## config.mk

```make
export PLATFORM = sky130hd
export DESIGN_NAME = csq_top
export DESIGN_NICKNAME = d
export VERILOG_FILES = /design/src/rtl/csq_pkg.sv /design/src/rtl/csq_array.sv /design/src/rtl/csq_flags.sv /design/src/rtl/csq_victim.sv /design/src/rtl/csq_top.sv
export SDC_FILE = /design/constraint.sdc
export NUM_CORES = 1
export LEC_CHECK = 0
export ABC_AREA = 1
export BUFFER_PORTS_ARGS = -buffer_cell sky130_fd_sc_hd__buf_2
export CAP_MARGIN = 20
export CORE_UTILIZATION = 35
export CTS_CLUSTER_DIAMETER = 30
export DETAILED_ROUTE_END_ITERATION = 16
export HOLD_SLACK_MARGIN = 0.06
export PLACE_DENSITY = 0.58
export SYNTH_ARGS = -nofsm -noshare
export SYNTH_HDL_FRONTEND = slang
export SYNTH_SLANG_ARGS = --single-unit
```

## constraint.sdc

```tcl
create_clock -name clk -period 2.1 [get_ports clk]
set_input_delay 0.42 -clock clk [delete_from_list [all_inputs] [get_ports clk]]
set_output_delay 0.42 -clock clk [all_outputs]
set_load 0.02 [all_outputs]
```

## src/rtl/csq_pkg.sv

```systemverilog
package csq_pkg;
  typedef enum logic [1:0] {
    CMD_RB  = 2'd0,
    CMD_WS  = 2'd1,
    CMD_MAP = 2'd2
  } bus_cmd_e;

  typedef enum logic [3:0] {
    S_IDLE, S_LOOK, S_WSWAIT, S_FBWAIT, S_XLATE, S_MAPWAIT,
    S_FREEZE, S_VTAG, S_VDATA, S_RB, S_RBWAIT
  } seq_state_e;
endpackage

```

## src/rtl/csq_array.sv

```systemverilog
module csq_array #(
  parameter int NL = 4,
  parameter int AW = 6,
  parameter int PW = 4,
  parameter int DW = 16,
  parameter int IW = 2
) (
  input  logic          clk,
  input  logic          rst_n,
  input  logic [AW-1:0] look_va,
  output logic          hit,
  output logic [IW-1:0] hit_idx,
  output logic [DW-1:0] hit_data,
  output logic          hit_shr,
  output logic [AW-1:0] hit_ra,
  output logic          pg_hit,
  output logic [PW-1:0] pg_rpage,
  input  logic [IW-1:0] vic_idx,
  output logic          vic_valid,
  output logic          vic_own,
  output logic [AW-1:0] vic_ra,
  output logic [DW-1:0] vic_data,
  input  logic          upd_en,
  input  logic [IW-1:0] upd_idx,
  input  logic [DW-1:0] upd_data,
  input  logic          upd_shr,
  input  logic          fill_en,
  input  logic [IW-1:0] fill_idx,
  input  logic [AW-1:0] fill_va,
  input  logic [AW-1:0] fill_ra,
  input  logic [DW-1:0] fill_data,
  input  logic          fill_shr
);
  function automatic logic [PW-1:0] page_of(input logic [AW-1:0] a);
    return a[AW-1:AW-PW];
  endfunction

  logic [NL-1:0]         lv, lown, lshr;
  logic [NL-1:0][AW-1:0] lvt, lrt;
  logic [NL-1:0][DW-1:0] ldat;
  logic [IW-1:0]         pg_idx;

  for (genvar g = 0; g < NL; g++) begin : g_line
    logic          v, own, shr;
    logic [AW-1:0] vt, rt;
    logic [DW-1:0] dat;
    always_ff @(posedge clk or negedge rst_n) begin
      if (!rst_n) begin
        v <= 1'b0; own <= 1'b0; shr <= 1'b0;
        vt <= '0; rt <= '0; dat <= '0;
      end else if (fill_en && fill_idx == IW'(g)) begin
        v <= 1'b1; own <= 1'b0; shr <= fill_shr;
        vt <= fill_va; rt <= fill_ra; dat <= fill_data;
      end else if (upd_en && upd_idx == IW'(g)) begin
        own <= 1'b1; shr <= upd_shr; dat <= upd_data;
      end
    end
    assign lv[g]   = v;
    assign lown[g] = own;
    assign lshr[g] = shr;
    assign lvt[g]  = vt;
    assign lrt[g]  = rt;
    assign ldat[g] = dat;
  end

  always_comb begin
    hit = 1'b0; hit_idx = '0; pg_hit = 1'b0; pg_idx = '0;
    for (int i = NL - 1; i >= 0; i--) begin
      if (lv[i] && lvt[i] == look_va) begin
        hit = 1'b1; hit_idx = IW'(i);
      end
      if (lv[i] && page_of(lvt[i]) == page_of(look_va)) begin
        pg_hit = 1'b1; pg_idx = IW'(i);
      end
    end
  end

  assign hit_data  = ldat[hit_idx];
  assign hit_shr   = lshr[hit_idx];
  assign hit_ra    = lrt[hit_idx];
  assign pg_rpage  = page_of(lrt[pg_idx]);
  assign vic_valid = lv[vic_idx];
  assign vic_own   = lown[vic_idx];
  assign vic_ra    = lrt[vic_idx];
  assign vic_data  = ldat[vic_idx];

  // a local update may only land on a line that holds valid tags
  p_upd_valid_r3: assert property (@(posedge clk) disable iff (!rst_n)
    upd_en |-> lv[upd_idx]);
  // a filled line reads back valid with its owner bit clear
  p_fill_clean_r9: assert property (@(posedge clk) disable iff (!rst_n)
    fill_en |=> (lv[$past(fill_idx)] && !lown[$past(fill_idx)]));
endmodule

```

## src/rtl/csq_flags.sv

```systemverilog
module csq_flags #(
  parameter int PW = 4,
  parameter int DW = 16
) (
  input  logic          clk,
  input  logic          rst_n,
  input  logic          set_nonfb,
  input  logic          set_fb,
  input  logic          clr_nonfb,
  input  logic          clr_fb,
  input  logic [PW-1:0] rply_page,
  input  logic [DW-1:0] rply_data,
  input  logic          rply_shared,
  output logic          nonfb_tip,
  output logic          fb_tip,
  output logic [PW-1:0] rp_q,
  output logic [DW-1:0] rd_q,
  output logic          rs_q
);
  always_ff @(posedge clk or negedge rst_n) begin
    if (!rst_n) begin
      nonfb_tip <= 1'b0; fb_tip <= 1'b0;
      rp_q <= '0; rd_q <= '0; rs_q <= 1'b0;
    end else begin
      if (set_nonfb)      nonfb_tip <= 1'b1;
      else if (clr_nonfb) nonfb_tip <= 1'b0;
      if (set_fb)         fb_tip <= 1'b1;
      else if (clr_fb)    fb_tip <= 1'b0;
      if (clr_nonfb) begin
        rp_q <= rply_page; rd_q <= rply_data; rs_q <= rply_shared;
      end
    end
  end

  // a posted flush stays pending until the bus side ends it
  p_fb_hold_r5: assert property (@(posedge clk) disable iff (!rst_n)
    (fb_tip && !clr_fb) |=> fb_tip);
  // raising the non-flush flag takes effect on the next cycle
  p_nonfb_set_r9: assert property (@(posedge clk) disable iff (!rst_n)
    set_nonfb |=> nonfb_tip);
endmodule

```

## src/rtl/csq_victim.sv

```systemverilog
module csq_victim #(
  parameter int NL = 4,
  parameter int IW = 2
) (
  input  logic          clk,
  input  logic          rst_n,
  input  logic          adv,
  output logic [IW-1:0] ptr
);
  function automatic logic [IW-1:0] next_ptr(input logic [IW-1:0] p);
    return (p == IW'(NL - 1)) ? '0 : p + 1'b1;
  endfunction

  always_ff @(posedge clk or negedge rst_n) begin
    if (!rst_n)   ptr <= '0;
    else if (adv) ptr <= next_ptr(ptr);
  end

  // the pointer only moves when a fill is written
  p_rr_hold_r11: assert property (@(posedge clk) disable iff (!rst_n)
    !adv |=> $stable(ptr));
endmodule

```

## src/rtl/csq_top.sv

```systemverilog
module csq_top
  import csq_pkg::*;
#(
  parameter int NL = 4,
  parameter int AW = 6,
  parameter int PW = 4,
  parameter int DW = 16
) (
  input  logic          clk,
  input  logic          rst_n,
  input  logic          p_req,
  input  logic          p_we,
  input  logic [AW-1:0] p_va,
  input  logic [DW-1:0] p_wdata,
  output logic          p_ready,
  output logic [DW-1:0] p_rdata,
  output logic          rq_valid,
  output logic [1:0]    rq_cmd,
  output logic [AW-1:0] rq_addr,
  output logic [DW-1:0] rq_data,
  output logic          fb_valid,
  output logic [AW-1:0] fb_addr,
  output logic [DW-1:0] fb_data,
  output logic          snp_load,
  output logic [AW-1:0] snp_addr,
  input  logic          clr_nonfb,
  input  logic          clr_fb,
  input  logic [PW-1:0] rply_page,
  input  logic [DW-1:0] rply_data,
  input  logic          rply_shared,
  output logic          nonfb_tip,
  output logic          fb_tip
);
  localparam int IW = (NL > 1) ? $clog2(NL) : 1;
  localparam int OW = AW - PW;

  function automatic logic [AW-1:0] join_ra(input logic [PW-1:0] pg, input logic [AW-1:0] va);
    return {pg, va[OW-1:0]};
  endfunction

  seq_state_e st, st_n;
  logic          we_q;
  logic [AW-1:0] va_q, ra_q, vrt_q, ra_n;
  logic [DW-1:0] wd_q;
  logic [IW-1:0] hidx_q, vic_q, rr_ptr;

  logic          a_hit, a_hit_shr, a_pg_hit, a_vic_valid, a_vic_own;
  logic [IW-1:0] a_hit_idx;
  logic [DW-1:0] a_hit_data, a_vic_data;
  logic [AW-1:0] a_hit_ra, a_vic_ra;
  logic [PW-1:0] a_pg_rpage;

  logic [PW-1:0] rp_q;
  logic [DW-1:0] rd_q;
  logic          rs_q;

  logic          ready_n, rqv_n, fbv_n, snp_n;
  logic [DW-1:0] rdata_n, rqd_n;
  bus_cmd_e      rqc_n;
  logic [AW-1:0] rqa_n, snpa_n;
  logic          set_nonfb, set_fb, ld_ra, ld_hidx, ld_vic, ld_vrt;
  logic          upd_en, upd_shr, fill_en;
  logic [IW-1:0] upd_idx;
  logic [DW-1:0] upd_data;

  csq_array #(.NL(NL), .AW(AW), .PW(PW), .DW(DW), .IW(IW)) u_array (
    .clk(clk), .rst_n(rst_n), .look_va(va_q),
    .hit(a_hit), .hit_idx(a_hit_idx), .hit_data(a_hit_data), .hit_shr(a_hit_shr), .hit_ra(a_hit_ra),
    .pg_hit(a_pg_hit), .pg_rpage(a_pg_rpage),
    .vic_idx(vic_q), .vic_valid(a_vic_valid), .vic_own(a_vic_own), .vic_ra(a_vic_ra), .vic_data(a_vic_data),
    .upd_en(upd_en), .upd_idx(upd_idx), .upd_data(upd_data), .upd_shr(upd_shr),
    .fill_en(fill_en), .fill_idx(vic_q), .fill_va(va_q), .fill_ra(ra_q), .fill_data(rd_q), .fill_shr(rs_q)
  );

  csq_flags #(.PW(PW), .DW(DW)) u_flags (
    .clk(clk), .rst_n(rst_n), .set_nonfb(set_nonfb), .set_fb(set_fb),
    .clr_nonfb(clr_nonfb), .clr_fb(clr_fb), .rply_page(rply_page), .rply_data(rply_data),
    .rply_shared(rply_shared), .nonfb_tip(nonfb_tip), .fb_tip(fb_tip),
    .rp_q(rp_q), .rd_q(rd_q), .rs_q(rs_q)
  );

  csq_victim #(.NL(NL), .IW(IW)) u_victim (
    .clk(clk), .rst_n(rst_n), .adv(fill_en), .ptr(rr_ptr)
  );

  always_comb begin
    st_n = st;
    ready_n = 1'b0; rdata_n = '0;
    rqv_n = 1'b0; rqc_n = CMD_RB; rqa_n = '0; rqd_n = '0;
    fbv_n = 1'b0; snp_n = 1'b0; snpa_n = '0;
    set_nonfb = 1'b0; set_fb = 1'b0;
    ld_ra = 1'b0; ra_n = '0; ld_hidx = 1'b0; ld_vic = 1'b0; ld_vrt = 1'b0;
    upd_en = 1'b0; upd_idx = '0; upd_data = '0; upd_shr = 1'b0;
    fill_en = 1'b0;
    unique case (st)
      S_IDLE: if (p_req) st_n = S_LOOK;
      S_LOOK: begin
        if (!a_hit) begin
          st_n = S_FBWAIT;
        end else if (!we_q) begin
          ready_n = 1'b1; rdata_n = a_hit_data; st_n = S_IDLE;
        end else if (!a_hit_shr) begin
          upd_en = 1'b1; upd_idx = a_hit_idx; upd_data = wd_q; upd_shr = 1'b0;
          ready_n = 1'b1; st_n = S_IDLE;
        end else begin
          snp_n = 1'b1; snpa_n = a_hit_ra;
          rqv_n = 1'b1; rqc_n = CMD_WS; rqa_n = a_hit_ra; rqd_n = wd_q;
          set_nonfb = 1'b1; ld_hidx = 1'b1; st_n = S_WSWAIT;
        end
      end
      S_WSWAIT: if (!nonfb_tip) begin
        upd_en = 1'b1; upd_idx = hidx_q; upd_data = wd_q; upd_shr = rs_q;
        ready_n = 1'b1; st_n = S_IDLE;
      end
      S_FBWAIT: if (!fb_tip) st_n = S_XLATE;
      S_XLATE: begin
        if (a_pg_hit) begin
          ld_ra = 1'b1; ra_n = join_ra(a_pg_rpage, va_q); st_n = S_FREEZE;
        end else begin
          rqv_n = 1'b1; rqc_n = CMD_MAP; rqa_n = va_q;
          set_nonfb = 1'b1; st_n = S_MAPWAIT;
        end
      end
      S_MAPWAIT: if (!nonfb_tip) begin
        ld_ra = 1'b1; ra_n = join_ra(rp_q, va_q); st_n = S_FREEZE;
      end
      S_FREEZE: begin
        snp_n = 1'b1; snpa_n = ra_q; ld_vic = 1'b1; st_n = S_VTAG;
      end
      S_VTAG: begin
        ld_vrt = 1'b1; st_n = S_VDATA;
      end
      S_VDATA: begin
        if (a_vic_valid && a_vic_own) begin
          fbv_n = 1'b1; set_fb = 1'b1;
        end
        st_n = S_RB;
      end
      S_RB: begin
        rqv_n = 1'b1; rqc_n = CMD_RB; rqa_n = ra_q; rqd_n = DW'(vrt_q);
        set_nonfb = 1'b1; st_n = S_RBWAIT;
      end
      S_RBWAIT: if (!nonfb_tip) begin
        fill_en = 1'b1;
        if (we_q) begin
          st_n = S_LOOK;
        end else begin
          ready_n = 1'b1; rdata_n = rd_q; st_n = S_IDLE;
        end
      end
      default: st_n = S_IDLE;
    endcase
  end

  always_ff @(posedge clk or negedge rst_n) begin
    if (!rst_n) begin
      st <= S_IDLE; we_q <= 1'b0; va_q <= '0; wd_q <= '0;
      ra_q <= '0; vrt_q <= '0; hidx_q <= '0; vic_q <= '0;
      p_ready <= 1'b0; p_rdata <= '0;
      rq_valid <= 1'b0; rq_cmd <= 2'd0; rq_addr <= '0; rq_data <= '0;
      fb_valid <= 1'b0; fb_addr <= '0; fb_data <= '0;
      snp_load <= 1'b0; snp_addr <= '0;
    end else begin
      st <= st_n;
      if (st == S_IDLE && p_req) begin
        we_q <= p_we; va_q <= p_va; wd_q <= p_wdata;
      end
      if (ld_ra)   ra_q <= ra_n;
      if (ld_hidx) hidx_q <= a_hit_idx;
      if (ld_vic)  vic_q <= rr_ptr;
      if (ld_vrt)  vrt_q <= a_vic_ra;
      p_ready <= ready_n;
      if (ready_n) p_rdata <= rdata_n;
      rq_valid <= rqv_n;
      if (rqv_n) begin
        rq_cmd <= rqc_n; rq_addr <= rqa_n; rq_data <= rqd_n;
      end
      fb_valid <= fbv_n;
      if (fbv_n) begin
        fb_addr <= vrt_q; fb_data <= a_vic_data;
      end
      snp_load <= snp_n;
      if (snp_n) snp_addr <= snpa_n;
    end
  end

  // every request raises the non-flush flag together with it
  p_rq_flag_r9: assert property (@(posedge clk) disable iff (!rst_n)
    rq_valid |-> nonfb_tip);
  // no request is issued while an earlier one is still in flight
  p_rq_single_r9: assert property (@(posedge clk) disable iff (!rst_n)
    rq_valid |-> !$past(nonfb_tip));
  // a flush is posted only for a valid, owned victim
  p_fb_owned_r8: assert property (@(posedge clk) disable iff (!rst_n)
    fb_valid |-> $past(a_vic_valid && a_vic_own));
  // a posted flush sets the flush-in-progress flag
  p_fb_flag_r8: assert property (@(posedge clk) disable iff (!rst_n)
    fb_valid |-> fb_tip);
  // translation never starts with a flush outstanding
  p_xlate_clear_r5: assert property (@(posedge clk) disable iff (!rst_n)
    (st == S_XLATE) |-> !fb_tip);
  // completion is a single-cycle pulse
  p_ready_pulse_r2: assert property (@(posedge clk) disable iff (!rst_n)
    p_ready |=> !p_ready);
endmodule

```

==> run metrics, run 1 <==
TritonCTS clock tree yes; drt pass-1 iters 7; Slew @ Worst Pin 0.500 ns; final setup vio count 124; DRT iter0 DRCs 850; GRT Resource Usage Total 23.5%; unrepaired setup endpoints after global routing true; # nets final 1804; pin count of the biggest net entering global routing 55; WS Path Type reg2reg; Die X 191 um; CP startpoint kind flop; worst skew pair latency 0.57 ns; normalized max-slew margin 66.7%; maximum fanout along the worst path 5; critical hold path startpoint rply_data[2]; pwr dens 1360 mW/mm^2; Reg clk slew, reported paths 0.04 ns; flops & latches, synth 264; Fin. Hold Viols 0; WP data arrival 2.94 ns; # IOs 123; Synth Area per Inst 8.38 sq um; buffer and inverter count on the worst path 3; hpwl dp 28100 um; Max clock buf depth 3; Synth top area share 52.8%; Total Wirelength 43000 um; Hold Crit Endpoint u_flags.rd_q[2]$_DFFE_PN0P_; Setup Skew 0.0188 ns; deepest level of the CTS H-tree 3; Port Buffers 122; Die Y 191 um; Site Rows 68; min Tclk post-route 2.44 ns; via count 11769; Mapped Cells 1492; Min-Delay Path Depth 3; number of flops mapped to enable cells by yosys 0; grt total ovfl 0; vias per cell 5.21; Area growth syn-to-layout 44.9%; CP max stage cell dfrtp_2; r2r startpoint va_q[3]$_DFFE_PN0P_; initial core utilization 35.8%; Tot Pwr 24600 uW; LEAKAGE 0.00852 uW; CTS Buf Count 69; R2R setup slack -0.34 ns; DRC 0; clock root cell clkbuf_16; Worst path top cell family by delay simple AND/OR/NAND/NOR gates; Primary FF master, synth dfrtp_1; die area 0.0365 sq mm; r2r endpoint u_array.g_line[2].dat[15]$_DFFE_PN0P_; Final WS setup -0.340 ns; Clock Sinks 264; part of the cycle the worst path needs 116%; async set-or-reset flop fraction in the synthesized netlist 100%; initial antenna violation count 0; worst vdd ir 0.000801 V; Synth area leader dfrtp_1; failing checks setup timing; commonest non-fill, non-tap cell in the layout nand2_1; top cells by area, synth dfrtp_1 (53%), nand2_1 (12%), o21ai_0 (9.7%), inv_1 (4.2%), nor2_1 (2.3%); vias in the first global route 11617; final slew viol count 0; WHS 0.0698 ns; Distinct cells, synth 45; max frequency 0.410 GHz; CP required 2.60 ns; share of cells above drive strength 1 30.7%; post-route ant nets 0; routed len/inst 19.1 um; cell breakdown of the critical path buf_6 > nand2_2 > nand4_1 > nor2_2 > nand3_4 > nand2_4 > nand2_4 > nand2_2 > nand3_4 > nand2_4 > nand4_4 > nand2_8 > inv_8 > nand2_8 > clkbuf_16 > nand3_1 > nand2_1; Ant. Diodes 0; core area 0.0349 sq mm; outcome complete, but fails checks; Worst Reg-to-Reg Cells 17; Max-Cap Viols 0; crit end category flop; Syn Nets 1542; most frequent cells in the layout nand2_1 (354), dfrtp_1 (259), o21ai_0 (193); Worst path most repeated cell nand2_4; register area share after synthesis 52.8%; class of the worst hold path in2reg; gp weighted congestion 0.886; critical path's largest stage delay 0.43 ns; first-pass GRT wire length 65600 um; warnings from Yosys 0; synthesized area 0.0125 sq mm
==> flip-flops by register name, summed over array words and instances, names as in the netlist, 6 cells and up <==
register            count
fb_data                16
vrt_q                   6
ra_q                    6
u_array.g_line.vt      24
va_q                    6
snp_addr                6
fb_addr                 6
u_array.g_line.dat     64
rq_addr                 6
p_rdata                16
wd_q                   16
u_array.g_line.rt      24
u_flags.rd_q           16
rq_data                16
==> where the power goes <==
part,switching (uW),internal [uW],total [uW]
Sequential,1010,6170,7180
Combinational,3700,2330,6040
Clock,3290,8120,11400
Total,8000,16600,24600
==> kinds of logic (layout without fill, tap and decap cells) <==
group,after synthesis,after routing,synth area share [%]
multiplexers,15,15,1.35
adder cells (fa/ha/maj),1,1,0.100
flip-flops,264,264,52.8
AO/OA/AOI/OAI,412,412,18.8
XOR/XNOR,7,7,0.490
buffers and inverters,229,536,7.43
AND/OR/NAND/NOR,564,568,19.0
==> worst register-to-register path: cells and delay by family, from the launching register on <==
family	cells	cell delay, ns
flops	1	0.43
simple gates	14	1.56
buf+inv	3	0.38
==> worst max path at each step <==
| stage | end | depth (start not counted) | slack (ns) | from |
|---|---|---|---|---|
| after CTS | u_array.g_line[3].dat[8]$_DFFE_PN0P_ | 18 | -0.28 | va_q[2]$_DFFE_PN0P_ |
| final | u_array.g_line[2].dat[15]$_DFFE_PN0P_ | 17 | -0.34 | va_q[3]$_DFFE_PN0P_ |
| after global placement | snp_addr[0]$_DFFE_PN0P_ | 17 | -0.43 | va_q[3]$_DFFE_PN0P_ |
| after floorplan | u_array.g_line[2].dat[14]$_DFFE_PN0P_ | 20 | -0.06 | va_q[4]$_DFFE_PN0P_ |
| after global routing | u_array.g_line[0].dat[5]$_DFFE_PN0P_ | 15 | -0.47 | va_q[3]$_DFFE_PN0P_ |
| after detailed placement | snp_addr[1]$_DFFE_PN0P_ | 17 | -0.46 | va_q[3]$_DFFE_PN0P_ |
==> metrics by stage <==
stage	util, %	TNS (ns)	instances	setup WS (ns)	instance area (sq um)
after floorplan	-	-1.27	1492	-0.0572	12600
after global placement	41.5	-30.96	2107	-0.428	14500
after detailed placement	41.5	-37.54	2107	-0.458	14500
after CTS	49.7	-26.98	2241	-0.279	17400
after global routing	51.9	-47.56	2258	-0.465	18100
final	51.9	-32.52	2258	-0.340	18100
==> synth_stat cells (14+ instances only) <==
cell and number:
a221oi_1 14, o211ai_1 34, o21ai_0 243, mux2_2 15, inv_2 14, clkbuf_1 47
nand3_1 52, o22ai_1 33, nor2_1 77, inv_1 140, dfrtp_1 264, nand2_1 396
o21ai_1 19, a21oi_1 37
==> timing repair <==
item	4_1_cts	5_1_grt
buffers inserted	9	10
gates cloned	3	9
pin swaps	11	29
setup endpoints to repair	124	140
hold endpoints to repair	37	0
hold buffers	2	0
gates resized for setup	61	176
==> layout make-up <==
type / count / area, sq um
Inverter: 156 / 622
Clock buffer: 87 / 1950
Fill cell: 3204 / 16800
Timing Repair Buffer: 260 / 2170
Tap cell: 455 / 569
Multi-Input combinational cell: 1003 / 5620
Sequential cell: 264 / 6610
Clock inverter: 33 / 578
==> per-layer routing <==
metal	up-vias	track usage, %	share of wire, %
met5	-	0	0
met4	0	10.0	3.3
met3	92	4.33	6.1
met2	428	38.0	47
met1	5712	30.7	43
li1	5537	-	-
Note: power is estimated with default switching activity, not from simulation.
==> run 2, diff against run 1 <==
--- a/config.mk
+++ b/config.mk
@@ -9,10 +9,12 @@
 export BUFFER_PORTS_ARGS = -buffer_cell sky130_fd_sc_hd__buf_2
 export CAP_MARGIN = 20
 export CORE_UTILIZATION = 35
+export CTS_BUF_LIST = sky130_fd_sc_hd__clkbuf_4 sky130_fd_sc_hd__clkbuf_8 sky130_fd_sc_hd__clkbuf_16
 export CTS_CLUSTER_DIAMETER = 30
 export DETAILED_ROUTE_END_ITERATION = 16
 export HOLD_SLACK_MARGIN = 0.06
 export PLACE_DENSITY = 0.58
+export SKIP_LAST_GASP = 1
 export SYNTH_ARGS = -nofsm -noshare
 export SYNTH_HDL_FRONTEND = slang
 export SYNTH_SLANG_ARGS = --single-unit
==> run metrics, run 2 (synthesis gave the netlist of run 1 again) <==
Largest Register u_array.g_line.dat; outcome complete, but fails checks; die area 0.0365 sq mm; critical path's largest stage delay 0.44 ns; # nets final 1797; commonest non-fill, non-tap cell in the layout nand2_1; R2R setup slack -0.34 ns; most frequent cells in the layout nand2_1 (365), dfrtp_1 (259), o21ai_0 (212); LEAKAGE 0.00854 uW; normalized max-slew margin 67.5%; deepest level of the CTS H-tree 3; initial core utilization 35.8%; Worst path top cell family by delay simple AND/OR/NAND/NOR gates; worst skew pair latency 0.57 ns; WS Path Type reg2reg; filler cell count 3228; clock root cell clkbuf_16; Final WS setup -0.343 ns; r2r endpoint u_array.g_line[2].dat[4]$_DFFE_PN0P_; # IOs 123; CP startpoint kind flop; Site Rows 68; maximum fanout along the worst path 9; r2r startpoint va_q[3]$_DFFE_PN0P_; vias per cell 5.22; Ant. Diodes 0; routed len/inst 19.0 um; share of cells above drive strength 1 28.8%; gp weighted congestion 0.886; grt total ovfl 0; failing checks setup timing; CP required 2.54 ns; cell breakdown of the critical path buf_6 > nand2_2 > nand4_1 > nor2_2 > nand3_2 > nand2_4 > nand2_4 > nand2_2 > nand3_4 > nand2_4 > nand4_4 > nand2_8 > inv_4 > nand2_8 > nand2_8 > nand2_1 > nand2_1; initial antenna violation count 0; top flop regs u_array.g_line.dat (64), u_array.g_line.rt (24), u_array.g_line.vt (24); drt pass-1 iters 8; Tot Pwr 24500 uW; class of the worst hold path in2reg; final setup vio count 124; vias in the first global route 11549; post-route ant nets 0; max reg flops 64; Worst Reg-to-Reg Cells 17; setup_tns -32.64 ns; hpwl dp 28100 um; CTS Buf Count 69; core area 0.0349 sq mm; Reg clk slew, reported paths 0.04 ns; worst vdd ir 0.000827 V; DRC 0; pin count of the biggest net entering global routing 56; min Tclk post-route 2.44 ns; Setup crit start va_q[3]$_DFFE_PN0P_; unrepaired setup endpoints after global routing true; via count 11747; Final Instance Area 0.0179 sq mm; Area growth syn-to-layout 43.0%; Die X 191 um; Max clock buf depth 3; final slew viol count 0; first-pass GRT wire length 65600 um; placed inst area 0.0145 sq mm; crit end category flop; TritonCTS clock tree yes; pwr dens 1370 mW/mm^2; DRT iter0 DRCs 909; WP depth 17; WHS 0.0681 ns; Clock Sinks 264; WP data arrival 2.88 ns; max frequency 0.409 GHz; GRT Resource Usage Total 23.5%; Fin. Hold Viols 0; part of the cycle the worst path needs 116%; pre-CTS setup slack -0.458 ns; CP max stage cell dfrtp_2; Port Buffers 122; Worst setup endpoint u_array.g_line[2].dat[4]$_DFFE_PN0P_; Die Y 191 um; Total Wirelength 42700 um; buffer and inverter count on the worst path 2; Max-Cap Viols 0; Setup Skew 0.0194 ns; Slew @ Worst Pin 0.487 ns
-- run 2: cell count changes in the layout (fill, tap and decap cells not counted), sizes merged --
cell	previous run	this run
nand2	415	414
clkinv	12	11
inv	155	156
buf	252	248
clkbuf	93	91
-- run 2: worst min-delay path by stage --
stage                              from                      endpoint  slack, ns  depth (start not counted)
after global placement            rst_n        p_rdata[4]$_DFFE_PN0P_       0.36                          1
after floorplan                   rst_n        fb_addr[0]$_DFFE_PN0P_       0.12                          0
after global routing      rply_data[15]  u_flags.rd_q[15]$_DFFE_PN0P_       0.07                          3
after CTS                  rply_data[1]   u_flags.rd_q[1]$_DFFE_PN0P_       0.06                          3
after detailed placement          rst_n        fb_data[3]$_DFFE_PN0P_       0.36                          1
final                     rply_data[15]  u_flags.rd_q[15]$_DFFE_PN0P_       0.07                          3
-- run 2: where the power goes --
part / switching (uW) / total [uW] / internal [uW]
logic: 3630 / 5890 / 2260
clock network: 3280 / 11500 / 8170
registers: 976 / 7150 / 6170
-- run 2: through the flow --
stage	cells	util [%]
2_1_floorplan	1492	-
3_3_place_gp	2107	41.5
3_5_place_dp	2107	41.5
4_1_cts	2241	49.8
5_1_grt	2251	51.2
6_report	2251	51.2
-- run 2: worst min-delay path: cells and delay by family --
family / cells / cell delay [ns]
and+or+nand+nor: 1 / 0.04
AOI/OAI and AO/OA: 1 / 0.06
buffers and inverters: 1 / 0.08
-- run 2: final cells by class --
cell class | instances | area, sq um | area share [%]
clock inverter | 33 | 578 | 3.23
tap | 455 | 569 | 3.18
clock buffer | 87 | 1960 | 11.0
sequential | 264 | 6610 | 37.0
timing repair buffer | 254 | 2070 | 11.6
inverter | 156 | 609 | 3.41
multi-input combinational | 1002 | 5480 | 30.6
-- run 2: per-layer routing --
metal,routed length (um),part of all wire [%],track usage (%),vias up
met3,2770,6.5,4.13,108
met1,18100,42,31.0,5682
met5,0,0,0,-
met4,1570,3.7,10.0,0
met2,20300,47,37.8,453
li1,-,-,-,5504
-- run 2: what timing repair did --
action / in CTS / in global routing
endpoints found under the hold margin: 37 / 0
hold buffers: 2 / 0
gates cloned: 4 / 6
pin swaps: 14 / 21
setup endpoints to repair: 124 / 140
resized for setup: 54 / 118
setup buffers: 9 / 5
